**src/rtl/chr_map_pkg.sv**
```systemverilog
package chr_map_pkg;

    localparam int CMD_W = 4;
    localparam logic [CMD_W-1:0] CMD_MIRROR = 4'hC;

    typedef enum logic [1:0] {
        MIR_VERT  = 2'd0,
        MIR_HORZ  = 2'd1,
        MIR_ONE_L = 2'd2,
        MIR_ONE_H = 2'd3
    } mir_mode_e;

    function automatic logic nt_pick(mir_mode_e mode, logic a10, logic a11);
        case (mode)
            MIR_VERT:  return a10;
            MIR_HORZ:  return a11;
            MIR_ONE_L: return 1'b0;
            default:   return 1'b1;
        endcase
    endfunction

endpackage

```
**src/rtl/chr_bank_file.sv**
```systemverilog
module chr_bank_file
    import chr_map_pkg::*;
#(
    parameter int BANK_W   = 8,
    parameter int WIN_CNT  = 8
) (
    input  logic                        clk,
    input  logic                        rst,
    input  logic                        we,
    input  logic [CMD_W-1:0]            sel,
    input  logic [BANK_W-1:0]           data,
    output logic [WIN_CNT*BANK_W-1:0]   bank_flat
);

    for (genvar g = 0; g < WIN_CNT; g++) begin : g_win
        logic [BANK_W-1:0] bank_q;
        always_ff @(posedge clk) begin
            if (rst) begin
                bank_q <= '0;
            end else if (we && (sel == CMD_W'(g))) begin
                bank_q <= data;
            end
        end
        assign bank_flat[g*BANK_W +: BANK_W] = bank_q;
    end

endmodule

```
**src/rtl/nt_mirror_ctrl.sv**
```systemverilog
module nt_mirror_ctrl
    import chr_map_pkg::*;
#(
    parameter int VA_W = 14
) (
    input  logic              clk,
    input  logic              rst,
    input  logic              we,
    input  logic [CMD_W-1:0]  sel,
    input  logic [1:0]        mode_data,
    input  logic [VA_W-1:0]   vaddr,
    output mir_mode_e         mode_q,
    output logic              nt_hit,
    output logic              ntab_sel
);

    always_ff @(posedge clk) begin
        if (rst) begin
            mode_q <= MIR_VERT;
        end else if (we && (sel == CMD_MIRROR)) begin
            mode_q <= mir_mode_e'(mode_data);
        end
    end

    always_comb begin
        nt_hit   = (vaddr[VA_W-1 -: 2] == 2'b10);
        ntab_sel = nt_pick(mode_q, vaddr[10], vaddr[11]);
    end

endmodule

```
**src/rtl/chr_xlate.sv**
```systemverilog
module chr_xlate #(
    parameter int BANK_W   = 8,
    parameter int OFFS_W   = 10,
    parameter int WIN_BITS = 3,
    localparam int WIN_CNT = 1 << WIN_BITS,
    localparam int CHR_W   = BANK_W + OFFS_W
) (
    input  logic [WIN_CNT*BANK_W-1:0]  bank_flat,
    input  logic [WIN_BITS-1:0]        win,
    input  logic [OFFS_W-1:0]          offs,
    output logic [CHR_W-1:0]           chr_addr
);

    logic [BANK_W-1:0] bank_sel;

    always_comb begin
        bank_sel = '0;
        for (int i = 0; i < WIN_CNT; i++) begin
            if (win == WIN_BITS'(i)) begin
                bank_sel = bank_flat[i*BANK_W +: BANK_W];
            end
        end
        chr_addr = {bank_sel, offs};
    end

endmodule

```
**src/rtl/chr_nt_mapper.sv**
```systemverilog
module chr_nt_mapper
    import chr_map_pkg::*;
#(
    parameter int BANK_W   = 8,
    parameter int OFFS_W   = 10,
    parameter int WIN_BITS = 3,
    localparam int WIN_CNT = 1 << WIN_BITS,
    localparam int VA_W    = OFFS_W + WIN_BITS + 1,
    localparam int CHR_W   = BANK_W + OFFS_W
) (
    input  logic               clk,
    input  logic               rst,
    input  logic               cmd_we,
    input  logic [CMD_W-1:0]   cmd_sel,
    input  logic [BANK_W-1:0]  cmd_data,
    input  logic [VA_W-1:0]    vaddr,
    output logic [CHR_W-1:0]   chr_addr,
    output logic               nt_hit,
    output logic               ntab_sel
);

    logic [WIN_CNT*BANK_W-1:0] bank_flat;
    mir_mode_e                 mode_q;

    chr_bank_file #(.BANK_W(BANK_W), .WIN_CNT(WIN_CNT)) u_banks (
        .clk       (clk),
        .rst       (rst),
        .we        (cmd_we),
        .sel       (cmd_sel),
        .data      (cmd_data),
        .bank_flat (bank_flat)
    );

    nt_mirror_ctrl #(.VA_W(VA_W)) u_mirror (
        .clk       (clk),
        .rst       (rst),
        .we        (cmd_we),
        .sel       (cmd_sel),
        .mode_data (cmd_data[1:0]),
        .vaddr     (vaddr),
        .mode_q    (mode_q),
        .nt_hit    (nt_hit),
        .ntab_sel  (ntab_sel)
    );

    chr_xlate #(.BANK_W(BANK_W), .OFFS_W(OFFS_W), .WIN_BITS(WIN_BITS)) u_xlate (
        .bank_flat (bank_flat),
        .win       (vaddr[OFFS_W +: WIN_BITS]),
        .offs      (vaddr[OFFS_W-1:0]),
        .chr_addr  (chr_addr)
    );

endmodule

```
**config.mk**
```make
export PLATFORM = sky130hd
export DESIGN_NAME = chr_nt_mapper
export DESIGN_NICKNAME = d
export VERILOG_FILES = /design/src/rtl/chr_map_pkg.sv /design/src/rtl/chr_bank_file.sv /design/src/rtl/nt_mirror_ctrl.sv /design/src/rtl/chr_xlate.sv /design/src/rtl/chr_nt_mapper.sv
export SDC_FILE = /design/constraint.sdc
export NUM_CORES = 1
export LEC_CHECK = 0
export BUFFER_PORTS_ARGS = -buffer_cell sky130_fd_sc_hd__buf_2
export CELL_PAD_IN_SITES_DETAIL_PLACEMENT = 1
export CELL_PAD_IN_SITES_GLOBAL_PLACEMENT = 2
export CORE_ASPECT_RATIO = 1.75
export CORE_MARGIN = 8
export CORE_UTILIZATION = 38
export DETAILED_ROUTE_END_ITERATION = 6
export GPL_ROUTABILITY_DRIVEN = 0
export PLACE_DENSITY_LB_ADDON = 0.1
export SLEW_MARGIN = 10
export SYNTH_ARGS = -nofsm -noshare
export SYNTH_HDL_FRONTEND = slang
export SYNTH_SLANG_ARGS = --single-unit
```
**constraint.sdc**
```tcl
create_clock -name clk -period 1.81 [get_ports clk]
set_clock_uncertainty 0.1 [all_clocks]
set_input_delay 0.181 -clock clk [delete_from_list [all_inputs] [get_ports clk]]
set_output_delay 0.181 -clock clk [all_outputs]
set_load 0.02 [all_outputs]
```
Yosys cells after proc, flatten, opt, wreduce, memory -nomap -nowiden --
Cells that the tools add are included.
Storage, ports and cells: logic and storage cells 48, input bits 29, output and inout bits 20, register bits 66
Operators by class: reduce and logical (&&, ||, !) cells 12, multiplexer cells 9, eq/ne operators 18
Operator list (number):
- 8-bit 2-to-1 mux | 8
- 4-bit by 3-bit equality test with 1-bit output, second input constant | 4
- 3-bit equality test, second input constant | 4
- 1-bit logical AND | 9
- 4-bit by 2-bit equality test with 1-bit output, second input constant | 2
- 3-bit by 2-bit equality test with 1-bit output, second input constant | 2
- 2-bit equality test, second input constant | 2
- 4-bit by 1-bit equality test with 1-bit output, second input constant | 1
- 4-bit equality test, second input constant | 1
- 4-bit zero test | 1
- 3-bit by 1-bit equality test with 1-bit output, second input constant | 1
- 3-bit zero test | 1
- 1-bit case mux with 3 select lines | 1
- 2-bit by 1-bit equality test with 1-bit output, second input constant | 1
- 2-bit zero test | 1

Logic depth before layout (Yosys ltp) --
Gate-level depths: netlist of run 1.
depth in word-level cells 9, gate-level depth with buffers 6, gate-level depth less buffers 4

By module --
Synthesis of run 1 repeated with hierarchy kept, for this count alone.
Second synthesis, totals: cells, all modules 286, area, all modules 3313.2 um2
Modules (own cells, without submodules):
- chr_bank_file | cells each 232, area an instance 2565.0 um2, times used 1, sequential area each 1281.2 um2
- chr_xlate | cells each 39, area an instance 625.6 um2, times used 1, sequential area each 0.0 um2
- nt_mirror_ctrl | cells each 15, area an instance 122.6 um2, times used 1, sequential area each 40.0 um2

Worst setup path after synthesis of run 1 --
Ideal clock, no wire load.
path kind input-to-output, from input vaddr[10], to output chr_addr[15], required time 1.529 ns, slack 0.347 ns, path buffers 1, cell stages on the path 3, data arrival time 1.182 ns, cell sequence buf_2 -> mux4_2 -> mux2_2
Between the ends: word-level cells in the longest chain between the ends 9, elaborated cells on any way between the ends 16, those cells by class eq/ne: 7; mux: 8; reduce/logical: 1
Ends and longest elaborated chain:
- start: declaration | line chr_nt_mapper.sv:16 | input logic [VA_W-1:0] vaddr,
- 3-bit zero test | line chr_xlate.sv:19 | if (win == WIN_BITS'(i)) begin
- 8-bit 2-to-1 mux (7 in a row) | line chr_xlate.sv:19
- 8-bit 2-to-1 mux * | line chr_xlate.sv:19
- end: declaration | line chr_nt_mapper.sv:17 | output logic [CHR_W-1:0] chr_addr,
Mark *: on every way between the ends. The rest lies on a longest branch, timed or not.

Final worst setup path of run 1 --
from register u_banks.g_win[3].bank_q[3], to output chr_addr[13]
Between the ends: word-level cells in the longest chain between the ends 5
Ends and longest elaborated chain:
- start: declaration | line chr_bank_file.sv:16 | logic [BANK_W-1:0] bank_q;
- start signal: assignment | line chr_bank_file.sv:21 | bank_q <= data;
- 8-bit 2-to-1 mux (5 in a row) | line chr_xlate.sv:19
Every way passes these cells.

==> summary.md, run 1 <==
| Metric | Value |
|---|---|
| First-pass GRT wire length | 12700 um |
| Initial Utilization | 0.390 |
| Leading cell type by number of instances after synthesis | sky130_fd_sc_hd__dfxtp_1 |
| First drt pass iteration count | 4 |
| Post-synthesis register bit count | 66 |
| Crit path DAT | 1520 ps |
| Number of buffer and inverter stages on the critical path | 1 |
| Area of placed instances | 3290 um^2 |
| Library cells used by synthesis | 29 |
| Floorplan die area | 11300 um^2 |
| Number of buffers added to fix hold violations after cts | 0 |
| Site Rows | 43 |
| Clock slew at reported path FFs | 50 ps |
| Async S/R FF share, synth | 0 |
| Core box area | 7860 um^2 |
| Util after Layout | 0.458 |
| Mean area per synthesized cell | 10.3 um^2 |
| Synth Instances | 297 |
| CTS max path bufs | 2 |
| Final cycle utilization of the critical path | 0.997 |
| Count of synthesis-stage warnings from yosys | 0 |
| Critical Path Fanout Max | 2 |
| Total number of clock tree sinks | 66 |
| Overall via count from detail_route | 2170 |
| Setup crit end kind | output port |
| Synthesized cell area | 3070 um^2 |
| Post-route cell area | 3600 um^2 |
| Worst Reg-to-Reg Cells | 2 |
| Maximum clock rate | 554 MHz |
| Port Buffer Count | 28 |
| Cell taking the most area after synthesis | sky130_fd_sc_hd__dfxtp_1 |
| Reported max-cap violation count | 0 |
| Total Power | 3.29 mW |
| Clock period minus final worst setup slack | 1800 ps |
| Count of flip-flops with a built-in enable after synthesis | 0 |
| Wire length per cell after detailed routing | 19.6 um |
| Cell Pwr Density | 916 nW/um^2 |
| Leading cell types by count after synthesis | 66 x sky130_fd_sc_hd__dfxtp_1, 59 x sky130_fd_sc_hd__mux2i_1, 59 x sky130_fd_sc_hd__nor2_1, 16 x sky130_fd_sc_hd__clkbuf_1 |
| Post-synth net total | 326 |
| Signed area change from the synthesized netlist to the final layout | 17.3% |
| Count of pins on the block boundary | 49 |
| Worst setup timing slack at the placement stage | 58.5 ps |
| Share of Yosys cell area claimed by the top area cell type | 0.431 |
| Post-route worst setup slack | 5.86 ps |
| Kind of critical path | reg -> out |
| Setup-failing EPs final | 0 |
| Number of diodes | 0 |
| TritonCTS clock tree | yes |
| Via count of the first global-routing pass | 2341 |
| Cell with the largest stage delay on the worst path | sky130_fd_sc_hd__mux4_2 |
| Post-detailed-route DRC marker count | 0 |
| Instance count on the critical path | 3 |
| Slew Viols, Final | 0 |
| Root buffer cell | sky130_fd_sc_hd__clkbuf_16 |
| Area contributors post-synth | sky130_fd_sc_hd__dfxtp_1 43%, sky130_fd_sc_hd__mux2i_1 19%, sky130_fd_sc_hd__nor2_1 7.2%, sky130_fd_sc_hd__mux4_2 5.9%, sky130_fd_sc_hd__mux4_1 5.1% |
| Global routing usage summed across all routing layers | 0.146 |
| Filler cell count | 861 |
| Final Routed Wirelength | 7950 um |
| Vias per Instance | 5.34 |
| Sequential-to-total area share from yosys stat | 0.431 |
| Clock latency at the later pin of the worst-skew pair | 320 ps |
| Initial antenna violation count | 0 |
| Result of the run | completed |
| Number of routed nets with antenna violations | 0 |
| Required time reported for the critical path endpoint | 1530 ps |
| Number of nets in the layout | 343 |
| H-tree depth reported by CTS | 3 |
| Worst Setup Start Kind | flop |
| Share of final-layout standard cells stronger than drive strength 1 | 0.285 |
| Static leakage power | 1.52 nW |
| RSZ-0062 raised after global routing | yes |
| Overflow left after global routing | 0 |
| DRC violation total after the first TritonRoute iteration | 87 |
| Rel. slew slack | 0.723 |
| Maximum single-stage delay on the critical path | 460 ps |
| Dominant delay contributor by cell family on the critical path | multiplexers |
| Number of cells in the design after placement | 393 |
| Transition time at the pin with the least slew margin | 416 ps |
| Hold slack final | 70.8 ps |
| Half-perimeter wire length after detailed placement | 5340 um |
| Number of cells on the worst hold path | 3 |
| Hold crit path type | in -> reg |
| Critical path cell sequence | mux4_2 > mux2_4 > buf_6 |
| Horiz. Die Dim | 83.9 um |
| Setup TNS | 0 ps |
| Max IR drop VDD | 0.673 mV |
| Layout Cells excl Fill | 406 |
| Hold Fails Final Rpt | 0 |
| Most used flip-flop cell after synthesis | sky130_fd_sc_hd__dfxtp_1 |
| Y dimension of the die | 135 um |
| Cts bufs inserted | 9 |
| Maximum number of pins on one net before global-route repair | 50 |
| Buffers inserted during post-CTS setup optimization | 0 |
==> where the power goes <==
part           total (mW)  switching (mW)  internal (mW)
Sequential           1.48          0.0101           1.47
Combinational       0.253           0.147          0.107
Clock                1.56           0.578          0.978
Total                3.29           0.735           2.56
==> flip-flops by register name, summed over array words and instances (netlist names) <==
register	cells
u_banks.g_win.bank_q	64
u_mirror.mode_q	2
==> layout make-up <==
class,count,area (um^2),share of cell area
multi-input cells,194,1550,0.430
clock buffers,13,260,0.0723
flip-flops and latches,66,1330,0.370
well taps,90,113,0.0313
repair buffers,43,347,0.0963
==> worst min-delay path, cell delays in order <==
cell	delay (ps)
sky130_fd_sc_hd__buf_2	150
sky130_fd_sc_hd__nand3_1	70
sky130_fd_sc_hd__a21oi_1	50
==> routing by layer <==
layer | up-vias | routed length, um | GRT usage
li1 | 1052 | - | -
met1 | 1075 | 3360 | 0.156
met2 | 30 | 4160 | 0.262
met3 | 13 | 277 | 0.0416
met4 | 0 | 154 | 0.0598
met5 | - | 0 | 0
==> layout by cell type (no fill, tap or decap), drive strengths merged <==
| master | count |
|---|---|
| mux4 | 14 |
| buf | 43 |
| nor3b | 4 |
| nand3 | 9 |
| nor2 | 61 |
| o22ai | 1 |
| nand2b | 1 |
| nor3 | 1 |
| and3 | 1 |
| o21ai | 2 |
| a21o | 1 |
| mux2 | 7 |
| mux2i | 59 |
| nand2 | 14 |
| nand4 | 1 |
| nand3b | 3 |
| a21oi | 13 |
| clkbuf | 13 |
| or3 | 1 |
| dfxtp | 66 |
| nor2b | 1 |
==> repair_timing <==
action                                  in CTS  in global routing
resized for setup                           28                  6
endpoints found under the setup margin       7                  7
pin swaps                                    0                  0
==> worst paths after layout <==
path | to | from | slack [ps]
min | u_banks.g_win[0].bank_q[6] | cmd_data[6] | 70
max | chr_addr[13] | u_banks.g_win[3].bank_q[3] | 6
min reg2reg | u_banks.g_win[0].bank_q[2] | u_banks.g_win[0].bank_q[2] | 360
max reg2reg | u_mirror.mode_q[1] | u_mirror.mode_q[1] | 1080
==> logic make-up after synthesis <==
| logic type | share of synthesized area |
|---|---|
| AOI/OAI and AO/OA | 0.0290 |
| DFF | 0.431 |
| and+or+nand+nor | 0.144 |
| muxes | 0.329 |
| buffers and inverters | 0.0669 |
No activity file was read; power rests on OpenSTA's default activity.
==> run 2: changes to the inputs <==
--- a/config.mk
+++ b/config.mk
@@ -5,14 +5,15 @@
 export SDC_FILE = /design/constraint.sdc
 export NUM_CORES = 1
 export LEC_CHECK = 0
+export ABC_AREA = 1
 export BUFFER_PORTS_ARGS = -buffer_cell sky130_fd_sc_hd__buf_2
 export CELL_PAD_IN_SITES_DETAIL_PLACEMENT = 1
 export CELL_PAD_IN_SITES_GLOBAL_PLACEMENT = 2
-export CORE_ASPECT_RATIO = 1.75
 export CORE_MARGIN = 8
-export CORE_UTILIZATION = 38
+export CORE_UTILIZATION = 34
 export DETAILED_ROUTE_END_ITERATION = 6
 export GPL_ROUTABILITY_DRIVEN = 0
+export GPL_TIMING_DRIVEN = 0
 export PLACE_DENSITY_LB_ADDON = 0.1
 export SLEW_MARGIN = 10
 export SYNTH_ARGS = -nofsm -noshare
==> run 2 against run 1 <==
Net effect:
- count of clock-buffer cells in the layout decreased by 4
- non-clock buffer count increased by 25
- largest power group is now registers
- worst setup slack improved by 130 ps
- cell area increased by 2.8%
- cell count increased by 44%
- via count increased by 40%
- synthesized area increased by 3.5%
- first-iteration DRC count increased by 66%
==> summary.md, run 2 <==
| Metric | Value |
|---|---|
| Register Area | 1320 um^2 |
| Core box area | 9150 um^2 |
| Leading cell types by count after synthesis | 122 x sky130_fd_sc_hd__nand2_1, 66 x sky130_fd_sc_hd__dfxtp_1, 57 x sky130_fd_sc_hd__a21oi_1, 57 x sky130_fd_sc_hd__nand4_1, 27 x sky130_fd_sc_hd__nor2_1 |
| DRC violation total after the first TritonRoute iteration | 144 |
| Hold crit path type | in -> reg |
| TritonCTS clock tree | yes |
| Wire length per cell after detailed routing | 18.4 um |
| First-pass GRT wire length | 17300 um |
| First drt pass iteration count | 4 |
| Hold slack final | 178 ps |
| Part of the total power dissipated in sequential elements | 0.466 |
| Count of synthesis-stage warnings from yosys | 0 |
| Number of cells in the design after placement | 566 |
| Switching Fraction | 0.267 |
| Leading registers by flop count | u_banks.g_win.bank_q (64), u_mirror.mode_q (2) |
| Leading cell type by number of instances after synthesis | sky130_fd_sc_hd__nand2_1 |
| Portion of total power attributed to the clock network | 0.434 |
| Post-synthesis register bit count | 66 |
| Number of cells on the worst hold path | 3 |
| Share of Yosys cell area claimed by the top area cell type | 0.417 |
| RSZ-0062 raised after global routing | no |
| Total number of clock tree sinks | 66 |
| Post-synth net total | 456 |
| Busiest metal layer after global routing | met1 |
| Synthesized cell area | 3170 um^2 |
| Post-detailed-route DRC marker count | 0 |
| Hold Startpoint | cmd_sel[3] |
| Via count of the first global-routing pass | 3033 |
| Global routing usage summed across all routing layers | 0.174 |
| Overall via count from detail_route | 3030 |
| Number of diodes | 0 |
| Root buffer cell | sky130_fd_sc_hd__clkbuf_8 |
| Worst Reg-to-Reg Cells | 2 |
| Kind of critical path | in -> out |
| Number of routed nets with antenna violations | 0 |
| Post-route worst setup slack | 136 ps |
| Initial antenna violation count | 0 |
| Final cycle utilization of the critical path | 0.925 |
| Biggest register | u_banks.g_win.bank_q |
| Y dimension of the die | 113 um |
| Post-route cell area | 3700 um^2 |
| Filler cell count | 1160 |
| Most used flip-flop cell after synthesis | sky130_fd_sc_hd__dfxtp_1 |
| Most common cell after layout, fill and taps aside | sky130_fd_sc_hd__nand2_1 |
| Met1 track demand over resource | 0.256 |
| Setup crit end kind | output port |
| Cts bufs inserted | 9 |
| Worst setup timing slack at the placement stage | -59.9 ps |
| Mean area per synthesized cell | 7.43 um^2 |
| Clock latency at the later pin of the worst-skew pair | 340 ps |
| Maximum clock rate | 597 MHz |
| Cell taking the most area after synthesis | sky130_fd_sc_hd__dfxtp_1 |
| Transition time at the pin with the least slew margin | 704 ps |
| R2R Path Start | u_mirror.mode_q[1] |
| Terminating pin of the worst hold path | u_mirror.mode_q[0] |
| Overflow left after global routing | 0 |
| Floorplan die area | 12700 um^2 |
| Share of power burned in combinational logic | 0.100 |
| Initial Utilization | 0.347 |
| Layout Cells excl Fill | 583 |
| Horiz. Die Dim | 113 um |
| Site Rows | 35 |
| Area contributors post-synth | sky130_fd_sc_hd__dfxtp_1 42%, sky130_fd_sc_hd__nand2_1 14%, sky130_fd_sc_hd__nand4_1 11%, sky130_fd_sc_hd__a21oi_1 9.0%, sky130_fd_sc_hd__buf_4 3.8% |
| Signed area change from the synthesized netlist to the final layout | 16.6% |
| Hold Fails Final Rpt | 0 |
| Commonest cells after routing, fill and taps aside | 121 x sky130_fd_sc_hd__nand2_1, 66 x sky130_fd_sc_hd__dfxtp_1, 57 x sky130_fd_sc_hd__a21oi_1, 57 x sky130_fd_sc_hd__nand4_1, 36 x sky130_fd_sc_hd__buf_2 |
| Async S/R FF share, synth | 0 |
| Count of pins on the block boundary | 49 |
| Critical Path Fanout Max | 10 |
| Net switching component of the power | 850 uW |
| Crit path DAT | 1390 ps |
| Port Buffer Count | 28 |
| CTS max path bufs | 2 |
| Synth Instances | 427 |
| Maximum number of pins on one net before global-route repair | 13 |
| Clock slew at reported path FFs | 80 ps |
| Slew Viols, Final | 0 |
| Number of flip-flops in the largest register | 64 |
| Area of placed instances | 3450 um^2 |
| Number of buffers added to fix hold violations after cts | 0 |
| RR Endpoint | u_mirror.mode_q[1] |
| Final Routed Wirelength | 10700 um |
| Reported max-cap violation count | 0 |
| Met2 usage | 0.253 |
| Cell Pwr Density | 861 nW/um^2 |
| Vias per Instance | 5.20 |
| H-tree depth reported by CTS | 3 |
| Reg2Reg Setup Slack | 1000 ps |
| Area occupied by multi-input gates | 1550 um^2 |
| Internal Power | 2.34 mW |
| Count of flip-flops with a built-in enable after synthesis | 0 |
| Required time reported for the critical path endpoint | 1530 ps |
| Half-perimeter wire length after detailed placement | 7920 um |
| Static leakage power | 1.34 nW |
| Setup-failing EPs final | 0 |
| Setup TNS | 0 ps |
| Worst Setup Start Kind | input pin |
| Clock period minus final worst setup slack | 1670 ps |
| GR Util met3 | 0.0279 |
| Max IR drop VDD | 0.358 mV |
| Library cells used by synthesis | 23 |
| Sequential-to-total area share from yosys stat | 0.417 |
| Number of nets in the layout | 496 |
| Result of the run | completed |
| Rel. slew slack | 0.531 |
| Share of final-layout standard cells stronger than drive strength 1 | 0.220 |
-- run 2: cell types whose count changed after synthesis, moves of 6 or more --
cell | before | now
sky130_fd_sc_hd__a211oi_2 | 0 | 8
sky130_fd_sc_hd__nand2_1 | 14 | 122
sky130_fd_sc_hd__inv_1 | 0 | 13
sky130_fd_sc_hd__a21oi_1 | 13 | 57
sky130_fd_sc_hd__mux2i_1 | 59 | 0
sky130_fd_sc_hd__inv_2 | 0 | 6
sky130_fd_sc_hd__nor2_1 | 59 | 27
sky130_fd_sc_hd__mux4_2 | 8 | 0
sky130_fd_sc_hd__nand4_1 | 1 | 57
sky130_fd_sc_hd__mux4_1 | 6 | 0
sky130_fd_sc_hd__mux2_2 | 7 | 0
-- run 2: worst max-delay path: stages --
cell                       delay [ps]
sky130_fd_sc_hd__buf_2            130
sky130_fd_sc_hd__clkinv_2         150
sky130_fd_sc_hd__buf_2            230
sky130_fd_sc_hd__nand4_1          110
sky130_fd_sc_hd__nand4_1          170
sky130_fd_sc_hd__nor2_1           130
sky130_fd_sc_hd__nand4_1          100
sky130_fd_sc_hd__buf_2            180
-- run 2: power groups by stage --
stage                     sequential [mW]  clock, mW  combinational, mW
after global placement               1.52          0              0.309
final                                1.48       1.38              0.318
after global routing                 1.49       1.46              0.347
after floorplan                      1.51          0              0.207
after CTS                            1.48       1.40              0.317
after detailed placement             1.52          0              0.313
-- run 2: how the worst max path moves through the flow --
stage / start / endpoint / cells past startpoint
final: vaddr[12] / chr_addr[13] / 8
after global routing: vaddr[10] / chr_addr[16] / 6
after CTS: vaddr[10] / chr_addr[17] / 6
after detailed placement: vaddr[10] / chr_addr[17] / 8
after global placement: vaddr[10] / chr_addr[12] / 8
after floorplan: vaddr[11] / chr_addr[11] / 6
-- run 2: cells by family after synthesis --
logic type,synth area share
simple gates,0.354
compound gates,0.128
flops,0.417
buf+inv,0.101
-- run 2: cell type report --
class                   count  area share
well taps                 111      0.0376
multi-input cells         299       0.419
inverters                  23      0.0244
flip-flops and latches     66       0.357
plain buffers              39      0.0629
clock buffers               9      0.0335
repair buffers             29      0.0399
clock inverters             7      0.0254
-- run 2: timing repair --
action                     CTS  global route
gates resized for setup      3             4
cloned                       0             0
setup buffers                0             1
setup endpoints to repair    7             8
-- run 2: layer usage --
metal | routed length (um) | vias up
met4 | 98 | 0
met5 | 0 | -
met1 | 5680 | 1435
li1 | - | 1527
met3 | 447 | 10
met2 | 4520 | 58
-- run 2: through the flow --
step,power (mW),utilization
after CTS,3.20,0.402
after detailed placement,1.83,0.377
after global routing,3.29,0.404
after global placement,1.83,0.377
final,3.19,0.404
after floorplan,1.72,-
==> run 3: changes to the inputs <==
--- a/config.mk
+++ b/config.mk
@@ -6,12 +6,12 @@
 export NUM_CORES = 1
 export LEC_CHECK = 0
 export ABC_AREA = 1
-export BUFFER_PORTS_ARGS = -buffer_cell sky130_fd_sc_hd__buf_2
 export CELL_PAD_IN_SITES_DETAIL_PLACEMENT = 1
 export CELL_PAD_IN_SITES_GLOBAL_PLACEMENT = 2
 export CORE_MARGIN = 8
-export CORE_UTILIZATION = 34
+export CORE_UTILIZATION = 38
 export DETAILED_ROUTE_END_ITERATION = 6
+export DONT_BUFFER_PORTS = 1
 export GPL_ROUTABILITY_DRIVEN = 0
 export GPL_TIMING_DRIVEN = 0
 export PLACE_DENSITY_LB_ADDON = 0.1
==> constraint.sdc (replaced) <==
create_clock -name clk -period 1.81 [get_ports clk]
set_clock_uncertainty 0.1 [all_clocks]
set_input_delay 0.2715 -clock clk [delete_from_list [all_inputs] [get_ports clk]]
set_output_delay 0.2715 -clock clk [all_outputs]
set_load 0.02 [all_outputs]
==> run 3 against run 2 <==
Net effect:
- sequential power barely moved
- global-route usage rose by 1.2 points
- non-clock buffer count fell by 27
- critical path depth fell by 4
- first-iteration DRC count fell by 9.0%
- via count fell by 3.2%
- die area fell by 9.1%
- combinational power fell by 10%
- count of clock-buffer cells in the layout rose by 2
- cell area fell by 3.4%
- cell count fell by 5.8%
- largest cell class unchanged
- largest power group unchanged
- highest routed layer unchanged
==> summary.md, run 3 (synthesized netlist as in run 2, its figures left out) <==
| Metric | Value |
|---|---|
| Result of the run | completed |
| Cell Pwr Density | 890 nW/um^2 |
| Wire length per cell after detailed routing | 18.7 um |
| Setup-failing EPs final | 0 |
| Core box area | 8180 um^2 |
| Switching Fraction | 0.248 |
| Most common cell after layout, fill and taps aside | sky130_fd_sc_hd__nand2_1 |
| Util after Layout | 0.437 |
| Max IR drop VDD | 0.386 mV |
| Number of cells in the design after placement | 532 |
| Net switching component of the power | 788 uW |
| Number of nets in the layout | 469 |
| Share of final-layout standard cells stronger than drive strength 1 | 0.180 |
| Number of flip-flops in the largest register | 64 |
| Share of power burned in combinational logic | 0.090 |
| Hold Fails Final Rpt | 0 |
| DRC violation total after the first TritonRoute iteration | 131 |
| Rel. slew slack | 0.518 |
| Clock latency at the later pin of the worst-skew pair | 340 ps |
| Biggest register | u_banks.g_win.bank_q |
| Number of diodes | 0 |
| Initial antenna violation count | 0 |
| Required time reported for the critical path endpoint | 1440 ps |
| Part of the total power dissipated in sequential elements | 0.467 |
| Layout Cells excl Fill | 549 |
| Internal Power | 2.39 mW |
| Initial Utilization | 0.388 |
| Number of buffer and inverter stages on the critical path | 0 |
| Clock slew at reported path FFs | 80 ps |
| Reported max-cap violation count | 0 |
| Via count of the first global-routing pass | 2970 |
| Worst Setup Start Kind | flop |
| Static leakage power | 1.22 nW |
| Commonest cells after routing, fill and taps aside | 122 x sky130_fd_sc_hd__nand2_1, 63 x sky130_fd_sc_hd__dfxtp_1, 57 x sky130_fd_sc_hd__a21oi_1, 57 x sky130_fd_sc_hd__nand4_1, 27 x sky130_fd_sc_hd__nor2_1 |
| Clock period minus final worst setup slack | 1730 ps |
| Final Routed Wirelength | 10300 um |
| Signed area change from the synthesized netlist to the final layout | 12.7% |
| Number of routed nets with antenna violations | 0 |
| Post-detailed-route DRC marker count | 0 |
| Floorplan die area | 11500 um^2 |
| Global routing usage summed across all routing layers | 0.186 |
| First drt pass iteration count | 4 |
| Y dimension of the die | 107 um |
| Critical path cell sequence | nand3_1 > nand4_1 > nor2_1 > nand4_1 |
| Transition time at the pin with the least slew margin | 723 ps |
| First-pass GRT wire length | 16400 um |
| Filler cell count | 1042 |
| Half-perimeter wire length after detailed placement | 7660 um |
| Cts bufs inserted | 9 |
| TritonCTS clock tree | yes |
| Slew Viols, Final | 0 |
| Total number of clock tree sinks | 66 |
| Vias per Instance | 5.34 |
| RSZ-0062 raised after global routing | yes |
| Kind of critical path | reg -> out |
| Hold crit path type | in -> reg |
| Dominant delay contributor by cell family on the critical path | simple AND/OR/NAND/NOR gates |
| Overall via count from detail_route | 2934 |
| CTS max path bufs | 2 |
| Cell with the largest stage delay on the worst path | sky130_fd_sc_hd__dfxtp_2 |
| Maximum single-stage delay on the critical path | 340 ps |
| Overflow left after global routing | 0 |
| Port Buffer Count | 0 |
| H-tree depth reported by CTS | 3 |
| Crit path DAT | 1360 ps |
| Total Power | 3.18 mW |
| Top cell by count, worst path | sky130_fd_sc_hd__nand4_1 |
| Portion of total power attributed to the clock network | 0.444 |
| Count of pins on the block boundary | 49 |
| Critical Path Fanout Max | 2 |
| Horiz. Die Dim | 107 um |
| Leading registers by flop count | u_banks.g_win.bank_q (64), u_mirror.mode_q (2) |
| Maximum number of pins on one net before global-route repair | 12 |
| Setup crit end kind | output port |
| Maximum clock rate | 577 MHz |
| Root buffer cell | sky130_fd_sc_hd__clkbuf_8 |
| Final cycle utilization of the critical path | 0.958 |
| Site Rows | 33 |
[run 3: cell count changes in the layout (fill, tap and decap cells not counted), moves of 2 or more]
cell | before | now
sky130_fd_sc_hd__clkinv_2 | 3 | 1
sky130_fd_sc_hd__dfxtp_1 | 66 | 63
sky130_fd_sc_hd__buf_2 | 36 | 8
sky130_fd_sc_hd__dfxtp_2 | 0 | 3
sky130_fd_sc_hd__clkbuf_8 | 9 | 11
[run 3: worst register-to-register path: stages, from the launching register on]
cell	delay (ps)
sky130_fd_sc_hd__dfxtp_1	380
sky130_fd_sc_hd__inv_1	60
sky130_fd_sc_hd__a211oi_1	210
[run 3: per-layer routing]
metal	routed length, um	track usage	vias to the layer above
met1	5220	0.261	1396
met2	4400	0.274	62
met3	460	0.0407	13
met4	176	0.0605	0
met5	0	0	-
li1	-	-	1463
[run 3: cell type report]
class / count / area (um^2) / area share
well taps: 105 / 131 / 0.0368
multi-input cells: 299 / 1550 / 0.433
inverters: 23 / 93.8 / 0.0263
clock buffers: 11 / 151 / 0.0424
flip-flops and latches: 66 / 1330 / 0.371
plain buffers: 39 / 234 / 0.0655
repair buffers: 2 / 15.0 / 0.00420
clock inverters: 4 / 75.1 / 0.0210
[run 3: repair_timing]
action,CTS,global route
pin swaps,1,7
gates resized for setup,4,8
buffers inserted,0,2
endpoints found under the setup margin,8,8
hold buffers,0,0
[run 3: power by group through the flow]
stage / combinational (mW) / sequential, mW / clock, mW
after floorplan: 0.207 / 1.51 / 0
after global placement: 0.277 / 1.52 / 0
after detailed placement: 0.279 / 1.52 / 0
after CTS: 0.285 / 1.48 / 1.44
after global routing: 0.311 / 1.49 / 1.50
final: 0.286 / 1.48 / 1.41
[run 3: final timing paths]
check / start / endpoint / slack, ps / cells after the start
worst max-delay path: u_banks.g_win[0].bank_q[3] / chr_addr[13] / 80 / 4
worst min-delay path: cmd_sel[3] / u_mirror.mode_q[1] / 130 / 2
worst max register to register: u_mirror.mode_q[0] / u_mirror.mode_q[0] / 980 / 2
worst min register to register: u_banks.g_win[5].bank_q[5] / u_banks.g_win[5].bank_q[5] / 370 / 2
[run 3: metrics by stage]
step	hold slack, ps	cell area, um^2	setup TNS [ps]	setup WS [ps]
5_1_grt	112	3570	-22.2	-22.2
3_3_place_gp	349	3300	-696	-129
4_1_cts	112	3550	0	9.27
2_1_floorplan	341	3170	0	239
6_report	127	3570	0	76.7
3_5_place_dp	358	3300	-259	-67.6
